## config.mk

```make
export PLATFORM = sky130hd
export DESIGN_NAME = tcf_top
export DESIGN_NICKNAME = d
export VERILOG_FILES = /design/src/rtl/tcf_pkg.sv /design/src/rtl/tcf_rst_sync.sv /design/src/rtl/tcf_sync.sv /design/src/rtl/tcf_core.sv /design/src/rtl/tcf_top.sv
export SDC_FILE = /design/constraint.sdc
export NUM_CORES = 2
export LEC_CHECK = 0
export ABC_AREA = 1
export BUFFER_PORTS_ARGS = -buffer_cell sky130_fd_sc_hd__buf_2
export CAP_MARGIN = 20
export CORE_MARGIN = 5
export CORE_UTILIZATION = 45
export CTS_CLUSTER_SIZE = 16
export DETAILED_ROUTE_END_ITERATION = 8
export GPL_ROUTABILITY_DRIVEN = 0
export PLACE_DENSITY = 0.66
export SLEW_MARGIN = 20
export SYNTH_ARGS = -nofsm -noshare
export SYNTH_HDL_FRONTEND = slang
export SYNTH_SLANG_ARGS = --single-unit
```

## constraint.sdc

```tcl
create_clock -name clk -period 41.1 [get_ports clk]
set_input_delay 8.22 -clock clk [delete_from_list [all_inputs] [get_ports clk]]
set_output_delay 8.22 -clock clk [all_outputs]
set_load 0.02 [all_outputs]
```

## src/rtl/tcf_pkg.sv

```systemverilog
package tcf_pkg;
  localparam int MODE_W = 3;

  typedef enum logic [MODE_W-1:0] {
    FM_BYPASS = 3'd0,
    FM_RAPID  = 3'd1,
    FM_DELAY  = 3'd2,
    FM_STLOW  = 3'd3,
    FM_STHIGH = 3'd4
  } tcf_mode_e;
endpackage

```

## src/rtl/tcf_rst_sync.sv

```systemverilog
module tcf_rst_sync (
  input  logic clk,
  input  logic rst_n,
  output logic rst_n_o
);
  logic [1:0] stg_q;

  always_ff @(posedge clk or negedge rst_n) begin
    if (!rst_n) stg_q <= 2'b00;
    else        stg_q <= {stg_q[0], 1'b1};
  end

  assign rst_n_o = stg_q[1];
endmodule

```

## src/rtl/tcf_sync.sv

```systemverilog
module tcf_sync (
  input  logic clk,
  input  logic rst_n,
  input  logic d_i,
  input  logic en_i,
  output logic q_o
);
  logic s1_q, s2_q;

  always_ff @(posedge clk or negedge rst_n) begin
    if (!rst_n) begin
      s1_q <= 1'b0;
      s2_q <= 1'b0;
    end else begin
      s1_q <= d_i;
      s2_q <= s1_q;
    end
  end

  // route through the two stages only when enabled
  assign q_o = en_i ? s2_q : d_i;
endmodule

```

## src/rtl/tcf_core.sv

```systemverilog
module tcf_core
  import tcf_pkg::*;
#(
  parameter int CNT_W = 15
) (
  input  logic              clk,
  input  logic              rst_n,
  input  logic              x_i,
  input  logic [MODE_W-1:0] mode_i,
  input  logic [CNT_W-1:0]  len_i,
  output logic              y_o
);
  logic              y_q, y_d;
  logic [CNT_W-1:0]  cnt_q, cnt_d;
  logic [MODE_W-1:0] mode_q;
  logic [CNT_W:0]    cnt_inc;
  logic              hit, long_len, mode_chg, st_en;

  assign cnt_inc  = {1'b0, cnt_q} + (CNT_W+1)'(1);
  assign hit      = cnt_inc >= {1'b0, len_i};
  assign long_len = len_i > CNT_W'(1);
  assign mode_chg = mode_i != mode_q;

  always_comb begin
    y_d   = y_q;
    cnt_d = cnt_q;
    if (mode_chg) begin
      // resynchronise to the present level
      y_d   = x_i;
      cnt_d = '0;
    end else begin
      case (mode_i)
        FM_RAPID: begin
          if (cnt_q != '0) begin
            cnt_d = hit ? '0 : cnt_inc[CNT_W-1:0];
          end else if (x_i != y_q) begin
            y_d   = x_i;
            cnt_d = long_len ? CNT_W'(1) : '0;
          end
        end
        FM_DELAY, FM_STLOW, FM_STHIGH: begin
          if (x_i == y_q) begin
            cnt_d = '0;
          end else if ((mode_i == FM_STHIGH && !x_i) ||
                       (mode_i == FM_STLOW  &&  x_i) || hit) begin
            y_d   = x_i;
            cnt_d = '0;
          end else begin
            cnt_d = cnt_inc[CNT_W-1:0];
          end
        end
        default: begin
          y_d   = x_i;
          cnt_d = '0;
        end
      endcase
    end
  end

  assign st_en = (y_d != y_q) || (cnt_d != cnt_q);

  always_ff @(posedge clk or negedge rst_n) begin
    if (!rst_n) begin
      y_q    <= 1'b0;
      cnt_q  <= '0;
      mode_q <= FM_BYPASS;
    end else begin
      mode_q <= mode_i;
      if (st_en) begin
        y_q   <= y_d;
        cnt_q <= cnt_d;
      end
    end
  end

  assign y_o = y_q;
endmodule

```

## src/rtl/tcf_top.sv

```systemverilog
module tcf_top
  import tcf_pkg::*;
#(
  parameter int NCH     = 28,
  parameter int BASE_W  = 8,
  parameter int SHIFT_W = 3
) (
  input  logic                          clk,
  input  logic                          rst_n,
  input  logic [NCH-1:0]                trig_raw_i,
  input  logic [NCH-1:0]                sync_en_i,
  input  logic [NCH-1:0]                inv_i,
  input  logic [NCH-1:0][MODE_W-1:0]    mode_i,
  input  logic [NCH-1:0][BASE_W-1:0]    len_base_i,
  input  logic [NCH-1:0][SHIFT_W-1:0]   len_shift_i,
  output logic [NCH-1:0]                trig_o
);
  localparam int CNT_W = BASE_W + (1 << SHIFT_W) - 1;

  logic rst_n_int;

  tcf_rst_sync u_rst (
    .clk     (clk),
    .rst_n   (rst_n),
    .rst_n_o (rst_n_int)
  );

  for (genvar c = 0; c < NCH; c++) begin : g_ch
    logic             x_c, y_c;
    logic [CNT_W-1:0] len_c;

    assign len_c = CNT_W'(len_base_i[c]) << len_shift_i[c];

    tcf_sync u_sync (
      .clk   (clk),
      .rst_n (rst_n_int),
      .d_i   (trig_raw_i[c]),
      .en_i  (sync_en_i[c]),
      .q_o   (x_c)
    );

    tcf_core #(.CNT_W(CNT_W)) u_core (
      .clk    (clk),
      .rst_n  (rst_n_int),
      .x_i    (x_c),
      .mode_i (mode_i[c]),
      .len_i  (len_c),
      .y_o    (y_c)
    );

    assign trig_o[c] = y_c ^ inv_i[c];
  end
endmodule

```

After elaboration in Yosys (flattened, before gate mapping)
Index checks and enable logic that the tools add are counted.

$add $sub $neg: 28. $lt $le $gt $ge: 56. Eq/ne operators: 252. Shifts and indexed selects: 28. Muxes and demuxes: 420. Bitwise operators: 28. Reductions and logical operators: 224.

Operators by type and width (number): 15-bit two-way mux (168); 15-bit case mux with 2 select lines (28); 15-bit by 1-bit adder with 16-bit output (second input constant) (28); 16-bit by 15-bit greater-or-equal comparator with 1-bit output (28); 15-bit by 1-bit > comparator with 1-bit output (second input constant) (28); 15-bit != test (28); 15-bit nonzero test (28); 8-bit by 3-bit << shifter with 15-bit output (28); 1-bit two-way mux (196); 3-bit by 2-bit == test with 1-bit output (second input constant) (56); 3-bit by 1-bit == test with 1-bit output (second input constant) (28); 3-bit == test (second input constant) (28); 1-bit logical OR (84); 3-bit != test (28); 3-bit OR reduction (28); 1-bit logical AND (56); 1-bit != test (56); 1-bit case mux with 2 select lines (28); 1-bit == test (28); 1-bit logical NOT (28); 1-bit bitwise XOR (28).

Bits in registers: 590. Bits of input ports: 478. Output and inout port bits: 28. Logic and storage cells: 1177.

Longest topological paths before layout
Depth in word-level cells: 11. Depth in mapped cells: 31. Depth with buffers taken out: 31.

Modules after synthesis
From an unflattened synthesis, not the netlist that was laid out.

Cell total of the unflattened synthesis: 9826. Area, all modules: 63359.5 um^2.

Modules (own cells, without submodules): tcf_core at g_ch[0].u_core ... (instances 27, cells an instance 269, area each 1836.8 um^2, sequential area each 475.5 um^2); tcf_top (instances 1, cells an instance 2128, area each 10094.7 um^2, sequential area each 0.0 um^2); tcf_sync (instances 28, cells an instance 6, area each 65.1 um^2, sequential area each 50.0 um^2); tcf_core at g_ch[9].u_core (instances 1, cells an instance 264, area each 1796.7 um^2, sequential area each 475.5 um^2); tcf_rst_sync (instances 1, cells an instance 3, area each 53.8 um^2, sequential area each 50.0 um^2).

Least setup slack after synthesis
Ideal clock, no wire load.

Path kind: input-to-output. Start point: input port inv_i[27]. End point: output port trig_o[27]. Data arrival time: 8.574 ns. Required time: 32.880 ns. Setup slack: 24.306 ns. Cell stages on the path: 1. Buffers on the path: 0. Cell sequence: xor2_1.

Cells in the longest elaborated chain, start to end: 1.

RTL lines: start, declared (RTL line tcf_top.sv:12) `input logic [NCH-1:0] inv_i,`; 1-bit bitwise XOR (RTL line tcf_top.sv:51) `assign trig_o[c] = y_c ^ inv_i[c];`; end, declared (RTL line tcf_top.sv:16) `output logic [NCH-1:0] trig_o`.

No other way between the ends.

Worst setup path in the final report
Start point: input port inv_i[20]. End point: output port trig_o[20].

The elaborated chain is that of the path after synthesis.

==> impl_results.md <==
- Sequential area share after synthesis: a little under a quarter
- Clock buffer count from CTS: approximately 80
- Dominant cells by area after synthesis: dfrtp_1 23%, nand2_1 19%, ha_1 9.3%
- Number of H-tree branching levels: 3
- Power consumption: approximately 1.7 mW
- Critical path start-end classification: input port to output port
- Type of the most critical hold path: flop to flop
- Max-cap violation count: 0
- Vias in the first global route: slightly above 60000
- Depth of the most critical reg-to-reg path: 25
- Top cells by instance count after synthesis: 3224 x nand2_1, 1496 x inv_1, 1025 x nand3_1
- Share of synthesized registers carrying an async set or reset: 100.0%
- Critical path capture point type: output port
- Crit path from: inv_i[20]
- Count of cells along the worst hold path: 0
- Share of the synthesized area in the top cell type: ~23%
- Initial core utilization: 45.22%
- Launch instance of the worst register-to-register path: g_ch[9].u_core.cnt_q[0]
- Pins Over Slew Limit: 0
- Maximum buffer depth of the clock tree: 3
- Post-synth top area cell: dfrtp_1
- CTS sink cnt: 590
- Worst slew margin relative to its limit: a little under a third
- Minimum clock period: between 15 and 20 ns
- I/O pin count: 506
- Via total after detailed routing: 67170
- Area added between synthesis and finish: 11.11%
- WL per Instance: 13.82 um
- Fin nets: 11850
- Share of post-route cells with drive strength above 1: under 10%
- Number of setup violations in the final report: 0
- Number of nets produced by synthesis: 11450
- Post-route DRC: 0
- Die ar.: about 0.15 mm2
- Cell total after placement: between 10000 and 15000
- Largest fanout on the critical path: 1
- Post-route non-filler standard cell count: around 13000
- Die extent in y: slightly below 400 um
- FMAX: roughly 59 MHz
- Pin count of the biggest net entering global routing: 149
- Outcome: complete, no violations
- DR vias/cell: between 5 and 6
- Utilization after layout: roughly 50%
- Final worst-path cycle share: about 41%
- Clock transition at the registers of the reported paths: approximately 0.050 ns
- Total of buffers placed on input and output ports: 505
- Worst endpoint data arrival time: approximately 8.6 ns
- Row Count: between 100 and 150
- CORE AREA: around 0.14 mm2
- Wire length of the first global-routing pass: ~300000 um
- Die span in x: approximately 390 um
- Clock root buffer: clkbuf_16
- Maximum vdd ir drop: roughly 0.036 mV
- TritonCTS clock tree: done
- Setup skew after layout: about 0.018 ns
- Initial antenna violation count: 21
- Top flip-flop cell by instance count after synthesis: dfrtp_1
- Type of element launching the critical path: input port
- Distinct cell type count after synthesis: 66
- Total power density per cell area: approximately 24 mW/mm2
- LEAKAGE: approximately 40 nW
- Number of register bits inferred by synthesis: between 500 and 600
- Hpwl dp: 142000 um
- Netlist area before placement: 0.06387 mm2
- Cell with the most instances after synthesis: nand2_1
- Clock latency on the worst-skew pair: approximately 0.66 ns
- First-iteration detailed-routing DRC count: roughly 5000
- Slew at the pin with the worst max-slew slack: between 1 and 1.5 ns
- Final Hold Violating Endpoints: 0
- Yosys warns: 0
- GR Overflow Total: 0
- Setup bufs post-CTS: 0
- Final ANT Viol Nets: 0
- CTS Hold Buffers Added: 0
- Cell count after synthesis: between 10000 and 15000
- Hold Crit Start: g_ch[0].u_sync.s1_q
- Setup repair after global routing missed its margin: no
- WP data required: about 33 ns
- Number of instances resized during post-cts repair: 0
- Total wirelength of the detailed-routed design: roughly 180000 um
- Overall fraction of global-route tracks in use: 22.77%
- Post-synth EDFFs: 0
- Setup_tns: 0 ns
- 1st-pass router iterations: 8
- Average cell area after synthesis: 6.088 um2
==> placed cells by master, fill, tap and decap left out, types with 12 or more instances in the layout <==
cell type,netlist,final
diode_2,0,13
nor3_1,225,221
mux2i_1,13,13
nor2_4,16,16
clkbuf_16,0,84
bufinv_16,0,12
nand4_1,250,250
buf_4,8,23
nand2_2,25,25
nand2_1,3224,3224
clkinv_2,0,15
clkinv_1,38,38
inv_1,1496,1496
o21ai_0,504,504
ha_1,476,476
o21bai_1,15,15
nand3b_1,34,34
and2_1,12,12
o211ai_1,26,26
xor2_1,301,301
nor4_1,68,68
nor2_1,982,981
inv_2,32,32
a21o_1,21,21
o31ai_1,21,21
and3_1,29,29
nand3_1,1025,1025
or2_2,48,48
o21a_1,47,47
o21ai_1,28,28
dfrtp_1,590,589
a21oi_1,435,435
nor3_2,22,26
clkbuf_1,143,16
buf_2,36,507
a31oi_1,26,26
nand3_2,30,30
nor2_2,44,45
nor3b_1,19,19
xnor2_1,97,97
==> routing by layer <==
layer | up-vias | wire (um) | global-route usage, % | share of wire (%)
met5 | - | 77 | 0 | 0.043
met4 | 12 | 3326 | 5.144 | 1.9
met3 | 227 | 10870 | 3.520 | 6.1
met2 | 1784 | 80280 | 37.60 | 45
met1 | 30470 | 83300 | 31.49 | 47
li1 | 34680 | - | - | -
==> metrics by stage <==
| stage | worst slack [ns] | hold WS [ns] | cell area, um2 |
|---|---|---|---|
| 6_report | 24.25 | 0.3456 | 70960 |
| 5_1_grt | 24.19 | 0.3510 | 70940 |
| 4_1_cts | 24.24 | 0.3490 | 70910 |
| 3_5_place_dp | 24.25 | 0.3363 | 68030 |
| 3_3_place_gp | 24.24 | 0.3316 | 68020 |
| 2_1_floorplan | 23.44 | 0.3312 | 63870 |
==> area by class of cell <==
class                      instances  area, um2
sequential                       590      14770
clock buffer                     110       2300
clock inverter                    42      579.3
tap                             1890       2365
timing repair buffer             532       2741
multi-input combinational       8122      42290
antenna                           13      32.53
inverter                        1568       5893
fill                           14560      70280
==> kinds of logic (layout without fill, tap and decap cells) <==
group	after synthesis	after routing	synth area share [%]
AND/OR/NAND/NOR	6069	6069	41.24
buffers and inverters	1779	2252	10.71
AO/OA/AOI/OAI	1165	1165	9.938
flip-flops	590	590	23.12
adder cells (fa/ha/maj)	476	476	9.325
XOR/XNOR	398	398	5.458
multiplexers	13	13	0.2037
other	1	14	0.005871
==> worst paths after layout <==
| check | to | slack [ns] |
|---|---|---|
| setup reg to reg | g_ch[9].u_core.cnt_q[0] | 36.46 |
| hold / removal | g_ch[0].u_sync.s2_q | 0.35 |
| min in group asynchronous | g_ch[1].u_sync.s2_q | 0.45 |
| setup / recovery | trig_o[20] | 24.25 |
| max in group asynchronous | u_rst.stg_q[1] | 33.65 |
| hold reg to reg | g_ch[0].u_sync.s2_q | 0.35 |
==> where the power goes <==
part / internal (mW) / total (mW) / switching [mW]
sequential: 0.592 / 0.604 / 0.0117
combinational: 0.114 / 0.351 / 0.237
clock: 0.470 / 0.767 / 0.297
==> critical path: stages <==
cell and delay (ns):
buf_2 0.09, xor2_1 0.14, buf_2 0.18
==> flip-flops by register name, indices dropped and copies added (netlist names) <==
signal and flops:
u_rst.stg_q 2, g_ch.u_sync.s2_q 28, g_ch.u_sync.s1_q 28, g_ch.u_core.mode_q 84
g_ch.u_core.cnt_q 420, g_ch.u_core.y_o 28
(Power assumes the default switching activity.)
